--- config.mk ---
export PLATFORM = sky130hd
export DESIGN_NAME = mic_power_seq
export DESIGN_NICKNAME = d
export VERILOG_FILES = /design/src/rtl/mpsc_pkg.sv /design/src/rtl/mpsc_sync.sv /design/src/rtl/mpsc_activity.sv /design/src/rtl/mpsc_fsm.sv /design/src/rtl/mic_power_seq.sv
export SDC_FILE = /design/constraint.sdc
export NUM_CORES = 1
export LEC_CHECK = 0
export ABC_AREA = 1
export BUFFER_PORTS_ARGS = -buffer_cell sky130_fd_sc_hd__buf_2
export CAP_MARGIN = 20
export CORE_MARGIN = 3
export CORE_UTILIZATION = 50
export CTS_CLUSTER_SIZE = 8
export DETAILED_ROUTE_END_ITERATION = 16
export PLACE_DENSITY = 0.77
export SLEW_MARGIN = 20
export SYNTH_ARGS = -nofsm -noshare
export SYNTH_HDL_FRONTEND = slang
export SYNTH_SLANG_ARGS = --single-unit
export TNS_END_PERCENT = 20
--- constraint.sdc ---
create_clock -name ref_clk -period 3.73 [get_ports ref_clk]
set_input_delay 0.746 -clock ref_clk [delete_from_list [all_inputs] [get_ports ref_clk]]
set_output_delay 0.746 -clock ref_clk [all_outputs]
set_load 0.03 [all_outputs]
--- src/rtl/mpsc_pkg.sv ---
package mpsc_pkg;
   typedef enum logic [2:0] {
      PS_COLD      = 3'd0,
      PS_NORMAL    = 3'd1,
      PS_STBY      = 3'd2,
      PS_STBY_WAKE = 3'd3,
      PS_PDN       = 3'd4,
      PS_PDN_WAKE  = 3'd5
   } pwr_state_e;

   function automatic int max3(input int a, input int b, input int c);
      int m;
      m = (a > b) ? a : b;
      return (m > c) ? m : c;
   endfunction
endpackage

--- src/rtl/mpsc_sync.sv ---
module mpsc_sync #(
   parameter int   STAGES  = 2,
   parameter logic RST_VAL = 1'b0
) (
   input  logic clk,
   input  logic rst_n,
   input  logic d,
   output logic q
);
   logic [STAGES-1:0] chain;

   generate
      for (genvar i = 0; i < STAGES; i++) begin : g_stage
         if (i == 0) begin : g_first
            always_ff @(posedge clk or negedge rst_n)
               if (!rst_n) chain[0] <= RST_VAL;
               else        chain[0] <= d;
         end else begin : g_next
            always_ff @(posedge clk or negedge rst_n)
               if (!rst_n) chain[i] <= RST_VAL;
               else        chain[i] <= chain[i-1];
         end
      end
   endgenerate

   assign q = chain[STAGES-1];
endmodule

--- src/rtl/mpsc_activity.sv ---
module mpsc_activity #(
   parameter int IDLE_LIMIT = 64
) (
   input  logic clk,
   input  logic rst_n,
   input  logic sck_s,
   output logic rise,
   output logic stopped
);
   localparam int IW = $clog2(IDLE_LIMIT + 1);
   localparam logic [IW-1:0] IDLE_LAST = IW'(IDLE_LIMIT - 1);

   logic          sck_d;
   logic [IW-1:0] idle_cnt;

   always_ff @(posedge clk or negedge rst_n)
      if (!rst_n) sck_d <= 1'b0;
      else        sck_d <= sck_s;

   assign rise = sck_s & ~sck_d;

   always_ff @(posedge clk or negedge rst_n)
      if (!rst_n) begin
         idle_cnt <= '0;
         stopped  <= 1'b1;
      end else if (rise) begin
         idle_cnt <= '0;
         stopped  <= 1'b0;
      end else if (!stopped) begin
         if (idle_cnt == IDLE_LAST) stopped <= 1'b1;
         else                       idle_cnt <= idle_cnt + 1'b1;
      end
endmodule

--- src/rtl/mpsc_fsm.sv ---
module mpsc_fsm
   import mpsc_pkg::*;
#(
   parameter int COLD_LOG2 = 18,
   parameter int STBY_LOG2 = 14,
   parameter int PDN_LOG2  = 17
) (
   input  logic       clk,
   input  logic       rst_n,
   input  logic       en,
   input  logic       rise,
   input  logic       stopped,
   output pwr_state_e state,
   output logic       operational,
   output logic       powered_down
);
   localparam int CW = max3(COLD_LOG2, STBY_LOG2, PDN_LOG2) + 1;
   localparam logic [CW-1:0] T_COLD = CW'((64'd1 << COLD_LOG2) - 1);
   localparam logic [CW-1:0] T_STBY = CW'((64'd1 << STBY_LOG2) - 1);
   localparam logic [CW-1:0] T_PDN  = CW'((64'd1 << PDN_LOG2) - 1);

   pwr_state_e    state_n;
   logic [CW-1:0] cnt;
   logic          counting;
   logic [CW-1:0] target;

   always_comb begin
      counting = 1'b0;
      target   = T_COLD;
      case (state)
         PS_COLD:      begin counting = 1'b1; target = T_COLD; end
         PS_STBY_WAKE: begin counting = 1'b1; target = T_STBY; end
         PS_PDN_WAKE:  begin counting = 1'b1; target = T_PDN;  end
         default:      ;
      endcase
   end

   always_comb begin
      state_n = state;
      case (state)
         PS_COLD, PS_STBY_WAKE, PS_PDN_WAKE:
            if (!en)                        state_n = PS_PDN;
            else if (rise && cnt == target) state_n = PS_NORMAL;
         PS_NORMAL:
            if (!en)          state_n = PS_PDN;
            else if (stopped) state_n = PS_STBY;
         PS_STBY:
            if (rise) state_n = PS_STBY_WAKE;
         PS_PDN:
            if (en && rise) state_n = PS_PDN_WAKE;
         default: state_n = PS_COLD;
      endcase
   end

   always_ff @(posedge clk or negedge rst_n)
      if (!rst_n) begin
         state        <= PS_COLD;
         cnt          <= '0;
         operational  <= 1'b0;
         powered_down <= 1'b0;
      end else begin
         state        <= state_n;
         operational  <= (state_n == PS_NORMAL);
         powered_down <= (state_n == PS_PDN);
         if (state_n != state)       cnt <= '0;
         else if (counting && rise)  cnt <= cnt + 1'b1;
      end
endmodule

--- src/rtl/mic_power_seq.sv ---
module mic_power_seq
   import mpsc_pkg::*;
#(
   parameter int COLD_LOG2   = 18,
   parameter int STBY_LOG2   = 14,
   parameter int PDN_LOG2    = 17,
   parameter int IDLE_LIMIT  = 64,
   parameter int SYNC_STAGES = 2
) (
   input  logic       ref_clk,
   input  logic       por_n,
   input  logic       sck,
   input  logic       chip_en,
   output logic [2:0] state_o,
   output logic       operational_o,
   output logic       powered_down_o
);
   generate
      if (COLD_LOG2 < 1 || STBY_LOG2 < 1 || PDN_LOG2 < 1 || COLD_LOG2 > 40)
         $error("mic_power_seq: wake-up exponents out of range");
      if (IDLE_LIMIT < 4)
         $error("mic_power_seq: IDLE_LIMIT must be at least 4");
      if (SYNC_STAGES < 2)
         $error("mic_power_seq: SYNC_STAGES must be at least 2");
   endgenerate

   logic       sck_sync;
   logic       en_sync;
   logic       sck_rise;
   logic       sck_stopped;
   pwr_state_e cur_state;

   mpsc_sync #(.STAGES(SYNC_STAGES), .RST_VAL(1'b0)) u_sck_sync (
      .clk(ref_clk), .rst_n(por_n), .d(sck), .q(sck_sync)
   );

   mpsc_sync #(.STAGES(SYNC_STAGES), .RST_VAL(1'b1)) u_en_sync (
      .clk(ref_clk), .rst_n(por_n), .d(chip_en), .q(en_sync)
   );

   mpsc_activity #(.IDLE_LIMIT(IDLE_LIMIT)) u_act (
      .clk(ref_clk), .rst_n(por_n), .sck_s(sck_sync),
      .rise(sck_rise), .stopped(sck_stopped)
   );

   mpsc_fsm #(.COLD_LOG2(COLD_LOG2), .STBY_LOG2(STBY_LOG2), .PDN_LOG2(PDN_LOG2)) u_fsm (
      .clk(ref_clk), .rst_n(por_n), .en(en_sync), .rise(sck_rise),
      .stopped(sck_stopped), .state(cur_state),
      .operational(operational_o), .powered_down(powered_down_o)
   );

   assign state_o = cur_state;
endmodule

* Word-level counts from Yosys, hierarchy flattened *
Index checks and enable logic that the tools add are counted.

word-level totals
  flip-flop bits (word level) = 37
  input port bits = 4
  output and inout bits = 5
  word-level logic and storage cells = 51

operators by class
  multiplexer cells = 17
  reductions and logical operators = 7
  bitwise operators = 2
  $add $sub $neg = 2
  equality and inequality tests = 12

operator list
  operator                                               count
  two-way mux 19 bit                                     2
  one-hot mux 18 bit (2 select lines)                    1
  two-way mux 7 bit                                      3
  adder 19 x 1 -> 19 bit, second input constant          1
  equality test 19 x 18 -> 1 bit                         1
  two-way mux 3 bit                                      6
  one-hot mux 3 bit (4 select lines)                     1
  equality test 3 bit, second input constant             3
  adder 7 x 1 -> 7 bit, second input constant            1
  equality test 7 x 6 -> 1 bit, second input constant    1
  equality test 3 x 1 -> 1 bit, second input constant    2
  equality test 3 x 2 -> 1 bit, second input constant    2
  two-way mux 1 bit                                      4
  inequality test 2 x 1 -> 1 bit, second input constant  2
  logical AND 1 bit                                      3
  zero test 3 bit                                        1
  inequality test 3 bit                                  1
  OR reduction 3 bit                                     1
  AND reduction 2 bit                                    1
  nonzero test 2 bit                                     1
  bitwise AND 1 bit                                      1
  inverter 1 bit                                         1

* Longest topological paths before layout *
Gate-level depths: netlist of the first run.

  depth after elaboration = 9
  depth in mapped cells = 14
  mapped depth without buffers = 13

* Modules after synthesis *
Synthesis of the first run repeated with hierarchy kept, for this count alone.

unflattened totals
  cell total of the unflattened synthesis = 248
  area, all modules = 2062.0 um^2

modules (own cells, without submodules)
  module                  area an instance (um^2)  times used  cells each  seq. area each (um^2)
  mpsc_fsm                1500.2                   1           185         600.6
  mpsc_activity           459.2                    1           59          226.5
  mpsc_sync (u_en_sync)   52.6                     1           2           52.6
  mpsc_sync (u_sck_sync)  50.0                     1           2           50.0

* Least setup slack after synthesis of the first run *
No wires, ideal clock.

  path kind = flip-flop to flip-flop
  from = register u_fsm.state[1]
  to = register u_fsm.cnt[2]
  cell stages (with the launch flop) = 15
  data required time = 3.606 ns
  data arrival time = 1.732 ns
  path buffers = 1
  setup time = 0.124 ns
  path slack = 1.874 ns
  cells stage by stage = dfrtp_1 -> inv_2 -> nor2_1 -> nand3_1 -> nand2_1 -> nor2_1 -> nand3_1 -> nand2_1 -> nand2_1 -> nand2_2 -> nand2_1 -> nand2_2 -> nand2_4 -> buf_8 -> nor2_4

on the way
  word-level cells in the longest chain between the ends = 9
  elaborated cells between the ends (all ways) = 22
  those cells by class = eq/ne (7); mux (10); reduce/logical (5)

ends and longest elaborated chain
  what                                                                        line                            source
  from (decl)                                                                 mpsc_fsm.sv:13                  output pwr_state_e state,
  from (signal assigned)                                                      mpsc_fsm.sv:62                  state <= state_n;
  equality test 3 bit / equality test 3 x 2 -> 1 bit (equally long branches)  mpsc_fsm.sv:30, mpsc_fsm.sv:40
  one-hot mux 18 bit (2 select lines)                                         mpsc_fsm.sv:30                  case (state)
  equality test 19 x 18 -> 1 bit                                              mpsc_fsm.sv:43                  else if (rise && cnt == target) state_n = PS_NORMAL;
  logical AND 1 bit                                                           mpsc_fsm.sv:43
  two-way mux 3 bit                                                           mpsc_fsm.sv:43
  two-way mux 3 bit                                                           mpsc_fsm.sv:42                  if (!en) state_n = PS_PDN;
  one-hot mux 3 bit (4 select lines) *                                        mpsc_fsm.sv:40                  case (state)
  net u_fsm.state_n[0]                                                        mpsc_fsm.sv:22                  pwr_state_e state_n;
  inequality test 3 bit *                                                     mpsc_fsm.sv:65                  if (state_n != state) cnt <= '0;
  two-way mux 19 bit / nonzero test 2 bit (equally long branches)             --
  to (signal assigned)                                                        mpsc_fsm.sv:66                  else if (counting && rise) cnt <= cnt + 1'b1;
  to (decl)                                                                   mpsc_fsm.sv:23                  logic [CW-1:0] cnt;

The timed path passes the listed nets; every way through them passes the cells marked *.
A chain may end at the register's enable or synchronous reset.

* Worst setup path in the final report of the first run *
  from = register u_fsm.cnt[0]
  to = register u_fsm.cnt[9]

on the way
  word-level cells in the longest chain between the ends = 7
  elaborated cells between the ends (all ways) = 10
  those cells by class = add/sub (1); eq/ne (2); mux (5); reduce/logical (2)

ends and longest elaborated chain
  what                                                             line
  equality test 19 x 18 -> 1 bit *                                 mpsc_fsm.sv:43
  logical AND 1 bit *                                              mpsc_fsm.sv:43
  two-way mux 3 bit *                                              mpsc_fsm.sv:43
  two-way mux 3 bit *                                              mpsc_fsm.sv:42
  one-hot mux 3 bit (4 select lines) *                             mpsc_fsm.sv:40
  net u_fsm.state_n[0]                                             mpsc_fsm.sv:22
  inequality test 3 bit *                                          mpsc_fsm.sv:65
  two-way mux 19 bit / nonzero test 2 bit (equally long branches)  --

The timed path passes the listed nets; every way through them passes the cells marked *. The select of a mux whose other input is x is not followed.

==> flow_summary.toml, run 1 <==
[global_route]
grt_pass1_vias = 1471
antenna_found_initial = 0
grt_max_degree = 38
overflow = 0
grt_use_total_pct = 17.32
grt_pass1_wl_um = 6016

[sta]
slew_violations = 0
tns_ns = 0
hold_violations = 0
period_needed_ns = 1.974
holdWs_ns = 0.3466
setup_viol = 0
fin_crit_sh_pct = 52.93
slew_headroom_pct = 47.28
fmax_mhz = 506.5
fin_skew_ns = 0.01297
setup_slack_ns = 1.756
rsz0062_at_grt = "false"
tightest_slew_ns = 0.7908

[cts]
clock_sink_count = 37
cts_setup_buffers = 0
hold_buffers = 0
cts_buffer_depth = 2
root_buffer = "clkbuf_8"
cts_tree = "done"
cts_buffers = 5
htree_levels = 2
cts_resized = 0
clk_pin_slew_ns = 0.08
clk_latency_ns = 0.29

[run_status]
status = "complete, no violations"

[route]
drc = 0
postRouteAntennaNets = 0
via_count = 1484
avgRoutedWirePerCell_um = 11.09
routed_wl_um = 3359
drt_iter0_markers = 113
dr.pass1.iters = 4
viasPerCell = 4.898

[placed_design]
place_hpwl_um = 2360
io_buffers = 8
pre_cts_ws_ns = 1.766
place_congestion = 0.8282
placed_cells = 295

[hold_path]
hold_class = "register to register"

[synthesis]
syn_area_um2 = 1978
synthAdderAreaFrac_pct = 1.265
yosys.area_share.simple_pct = 33.33
synthMuxAreaShare_pct = 0
ys_ff_latch = 37
ys_types = 25
yosysSeqAreaShare_pct = 47.00
synth-compound-area-share_pct = 3.858
yosysWarnings = 0
synth_xor_area_share_pct = 7.527
synth_top_family_by_area = "simple AND/OR/NAND/NOR gates"
synth.avg_cell_area_um2 = 8.242
synth_nets = 246
netlist_instances = 240

[cells_and_area]
drive_gt1_share_pct = 16.08
final_util_pct = 58.32
fin_cells = 303
antennaDiodeCount = 0
final_common_cell = "nand2_1"
layout_common_cells = "51 x nand2_1, 37 x nor2_1, 34 x dfrtp_1"
area_delta_synth_final_pct = 10.37
nets = 260

[floorplanning]
core_um2 = 3744
ios = 9
rows = 22
fp.dieH_um = 68.90
die_area_um2 = 4747
die_w_um = 68.90
start_util_pct = 52.84

[worst_setup_path]
cp-end-kind = "register"
critical_path_arrival_ns = 2.19
start_kind = "register"
worstPathMaxFanout = 19
worstPathRequired_ns = 3.94
crit_type = "register to register"

[power_and_ir_drop]
power_density_nw_per_um2 = 521.6
ir_drop_mv = 0.2247
p_leak_nw = 0.9878

[job]
drv_cap = 0
[layer usage]
metal | share of wire, % | vias to the layer above | track usage (%)
met4 | 1.8 | 0 | 8.516
met2 | 49 | 23 | 29.52
met3 | 3.4 | 10 | 4.052
met1 | 46 | 679 | 20.35
met5 | 0 | - | 0
li1 | - | 772 | -
[cell type report]
class | count | area (um^2)
Fill cell | 364 | 1560
Sequential cell | 37 | 929.6
Multi-Input combinational cell | 169 | 909.6
Inverter | 33 | 123.9
Clock buffer | 6 | 82.58
Tap cell | 48 | 60.06
Timing Repair Buffer | 8 | 40.04
Clock inverter | 2 | 37.54
[critical path, stage by stage (launching register included)]
cell and delay [ns]:
dfrtp_1 0.39, ha_1 0.16, inv_1 0.05, nor2_1 0.14, nand3_1 0.13, nor2_1 0.12
nand3_1 0.12, nand2_1 0.08, nand2_1 0.07, nand2_2 0.09, nand2_1 0.07, nand2_2 0.08
nand2_4 0.22, nor2_1 0.17
[through the flow]
step	power (mW)	area (um^2)
after floorplan	0.7473	1978
after detailed placement	0.7915	2063
after global placement	0.7867	2063
after CTS	1.157	2183
final	1.139	2183
after global routing	1.215	2183
[flip-flops by register name (all words and copies together) (netlist names)]
| signal | count |
|---|---|
| u_act.stopped | 1 |
| u_act.idle_cnt | 7 |
| u_fsm.operational | 1 |
| u_fsm.cnt | 19 |
| u_fsm.powered_down | 1 |
| u_sck_sync.chain | 1 |
| u_en_sync.q | 1 |
| u_sck_sync.q | 1 |
| u_act.sck_d | 1 |
| u_fsm.state | 3 |
| u_en_sync.chain | 1 |
[path summary, 6_finish.rpt]
path	startpoint	to	slack, ns	cells past startpoint
worst max-delay path	u_fsm.cnt[0]$_DFFE_PN0P_	u_fsm.cnt[9]$_DFFE_PN0P_	1.76	13
worst min register to register	u_en_sync.chain[0]$_DFF_PN1_	u_en_sync.q$_DFF_PN1_	0.35	0
max in group asynchronous	por_n	u_fsm.state[0]$_DFF_PN0_	2.68	1
min in group asynchronous	por_n	u_act.idle_cnt[5]$_DFFE_PN0P_	0.52	1
worst min-delay path	u_en_sync.chain[0]$_DFF_PN1_	u_en_sync.q$_DFF_PN1_	0.35	0
worst max register to register	u_fsm.cnt[0]$_DFFE_PN0P_	u_fsm.cnt[9]$_DFFE_PN0P_	1.76	13
[where the power goes]
group / internal, mW / leakage, nW / switching [mW]
sequential: 0.439 / 0.487 / 0.0331
combinational: 0.0771 / 0.444 / 0.230
clock: 0.217 / 0.0574 / 0.142
total: 0.733 / 0.988 / 0.406
[cell families after synthesis]
logic type | count (synthesis)
buf+inv | 34
xor+xnor | 17
simple gates | 137
fa+ha+maj | 2
flops | 37
compound gates | 13
[Yosys cell counts]
cell type,count,share of area (%)
dfstp_2,3,4.0
buf_8,1,0.76
nand3_1,20,5.1
xor2_1,10,4.4
ha_1,2,1.3
inv_2,3,0.57
nor2_1,37,7.0
nor3_1,6,1.5
dfrtp_1,34,43
nand2_1,51,9.7
a21boi_0,1,0.38
a21oi_1,4,1.0
nand4_1,4,1.3
inv_1,30,5.7
a211oi_2,1,0.63
nor2_2,2,0.63
xnor2_1,7,3.1
o21ai_1,3,0.76
nor2_4,10,5.7
o21ai_0,3,0.76
and3_1,1,0.32
a31oi_1,1,0.32
or2_2,2,0.63
nand2_4,1,0.57
nand2_2,3,0.95
No activity file was read; power rests on OpenSTA's default activity.
==> run 2, diff against run 1 <==
Settings changed: PLACE_DENSITY 0.77 to 0.8.
Clock period 3.73 ns to 1.8 ns, I/O delays scaled along.
==> run 2 against run 1 <==
The run now ends with setup timing left. Combinational power rose to 3.8 times the previous value. First-iteration DRC count rose by 4.4%. Via count rose by 14%. Core utilization rose by 11 points. Critical endpoint is now u_fsm.cnt[10]$_DFFE_PN0P_. Sequential power rose by 110%. Sequential share of layout area fell by 6.7 points. Clock skew fell by 0.0054 ns. Maximum frequency rose by 8.0%. Total power rose to 2.5 times the previous value. Global-route usage rose by 2.1 points. Hold slack got worse by 0.18 ns. Non-clock buffer count rose by 32.
==> flow_summary.toml, run 2 (synthesis gave the netlist of run 1 again) <==
[power_and_ir_drop]
pwr-share-seq_pct = 34.0
pwr-share-clk_pct = 25.4
switchingPower_mw = 1.017
p_leak_nw = 1.166
p_total_mw = 2.888
netSwitchingFraction_pct = 35.23
combPwrFrac_pct = 40.6
power.internal_mw = 1.871
ir_drop_mv = 0.6992
power_density_nw_per_um2 = 1111

[global_route]
overflow = 0
grtUsageMet3_pct = 5.186
top_usage_layer = "met2"
grt_pass1_wl_um = 6693
grt_use_total_pct = 19.44
grt_pass1_vias = 1642
grtUsageMet1_pct = 21.47
antenna_found_initial = 0
grt_max_degree = 20
grt.met2_usage_pct = 34.17

[cts]
cts_buffers = 5
root_buffer = "clkbuf_8"
cts_tree = "done"
htree_levels = 2
clock_sink_count = 37
cts_buffer_depth = 2
clk_latency_ns = 0.29
clk_pin_slew_ns = 0.07

[worst_setup_path]
cp-end-kind = "register"
critical_path_arrival_ns = 2.05
rrSetupSlack_ns = -0.03
crit_type = "register to register"
crit_chain = "nand2_1 -> nor2_1 -> nand3_2 -> nor2_2 -> nand3_2 -> nand2_2 -> nand2_2 -> nand2_2 -> nand2_2 -> nand2_2 -> nand2_4 -> clkbuf_16 -> nor2_1"
cp_slowest_cell = "dfrtp_1"
worstPathRequired_ns = 2.02
worstPathMaxFanout = 5
crit_family = "simple AND/OR/NAND/NOR gates"
critPathBufInv = 1
crit_top_cell = "nand2_2"
cp_slowest_stage_delay_ns = 0.38
start_kind = "register"

[sta]
fin_crit_sh_pct = 101.5
slew_violations = 0
fin_skew_ns = 0.007609
setup_slack_ns = -0.02727
rsz0062_at_grt = "true"
hold_violations = 0
slew_headroom_pct = 78.74
period_needed_ns = 1.827
fmax_mhz = 547.3
setup_viol = 13
tightest_slew_ns = 0.3189
holdWs_ns = 0.1685

[cells_and_area]
seqCellArea_um2 = 933.4
layout_common_cells = "42 x nand2_1, 31 x dfrtp_1, 29 x inv_1"
multi_input_area_um2 = 1031
area_delta_synth_final_pct = 31.37
nets = 292
fillers = 292
regMostFlops = "u_fsm.cnt"
final_common_cell = "nand2_1"
antennaDiodeCount = 0
drive_gt1_share_pct = 36.59
largest_reg_flops = 19
reg_top3 = "u_fsm.cnt x19, u_act.idle_cnt x7, u_fsm.state x3"

[route]
avgRoutedWirePerCell_um = 12.81
postRouteAntennaNets = 0
routed_wl_um = 4292
drt_iter0_markers = 118
via_count = 1690
drc = 0
viasPerCell = 5.045
dr.pass1.iters = 4

[run_status]
violations = "setup timing"
status = "complete, but fails checks"

[floorplanning]
die_w_um = 68.90
rows = 22
core_um2 = 3744
fp.dieH_um = 68.90
ios = 9
start_util_pct = 52.84
die_area_um2 = 4747

[job]
drv_cap = 0

[placed_design]
io_buffers = 8
place_hpwl_um = 2795
place_congestion = 0.8350

[hold_path]
hold_class = "primary input to register"
run 2: layout make-up:
cell class                      count  area share (%)
Clock buffer                        7           3.322
Clock inverter                      1           1.156
Inverter                           33           4.767
Multi-Input combinational cell    169           39.67
Sequential cell                    37           35.92
Tap cell                           48           2.311
Timing Repair Buffer               40           12.86
run 2: path summary, 6_finish.rpt:
check	end	start	cells past startpoint
min in group asynchronous	u_act.idle_cnt[4]$_DFFE_PN0P_	por_n	2
worst max register to register	u_fsm.cnt[10]$_DFFE_PN0P_	u_fsm.cnt[8]$_DFFE_PN0P_	13
worst max-delay path	u_fsm.cnt[10]$_DFFE_PN0P_	u_fsm.cnt[8]$_DFFE_PN0P_	13
worst min-delay path	u_en_sync.chain[0]$_DFF_PN1_	chip_en	1
worst min register to register	u_en_sync.q$_DFF_PN1_	u_en_sync.chain[0]$_DFF_PN1_	0
max in group asynchronous	u_fsm.state[0]$_DFF_PN0_	por_n	3
run 2: power groups by stage:
stage          Sequential (mW)  Combinational [mW]  Clock (mW)
6_report                 0.982                1.17       0.734
5_1_grt                  0.989                1.27       0.792
4_1_cts                  0.979               0.813       0.754
3_5_place_dp             0.994               0.798           0
3_3_place_gp             0.989               0.782           0
2_1_floorplan             1.04               0.510           0
run 2: what timing repair did:
item / 4_1_cts / 5_1_grt
gates cloned: 0 / 3
pin swaps: 0 / 11
resized for setup: 3 / 35
hold buffers: 1 / 0
setup endpoints to repair: 15 / 19
setup buffers: 0 / 6
hold endpoints to repair: 10 / 0
run 2: stage by stage:
stage	utilization (%)	std cells	area, um^2	TNS (ns)	worst slack, ns
CTS	63.60	326	2381	0	0.003815
finish	69.42	335	2599	-0.2368	-0.02727
floorplan	-	240	1982	0	0.04919
detailed placement	59.96	317	2245	-0.04467	-0.01324
global placement	59.96	317	2245	0	0.06088
global route	69.42	335	2599	-2.969	-0.1730
run 2: layer usage:
layer | wire length, um | share of wire, %
met2 | 2366 | 55
met3 | 181 | 4.2
met4 | 85 | 2.0
met1 | 1659 | 39
met5 | 0 | 0
run 2: worst register-to-register path, stage by stage (launching register included):
cell and delay [ns]:
dfrtp_1 0.38, nand2_1 0.09, nor2_1 0.21, nand3_2 0.13, nor2_2 0.12, nand3_2 0.13, nand2_2 0.09, nand2_2 0.05
nand2_2 0.07, nand2_2 0.05, nand2_2 0.08, nand2_4 0.09, clkbuf_16 0.19, nor2_1 0.08
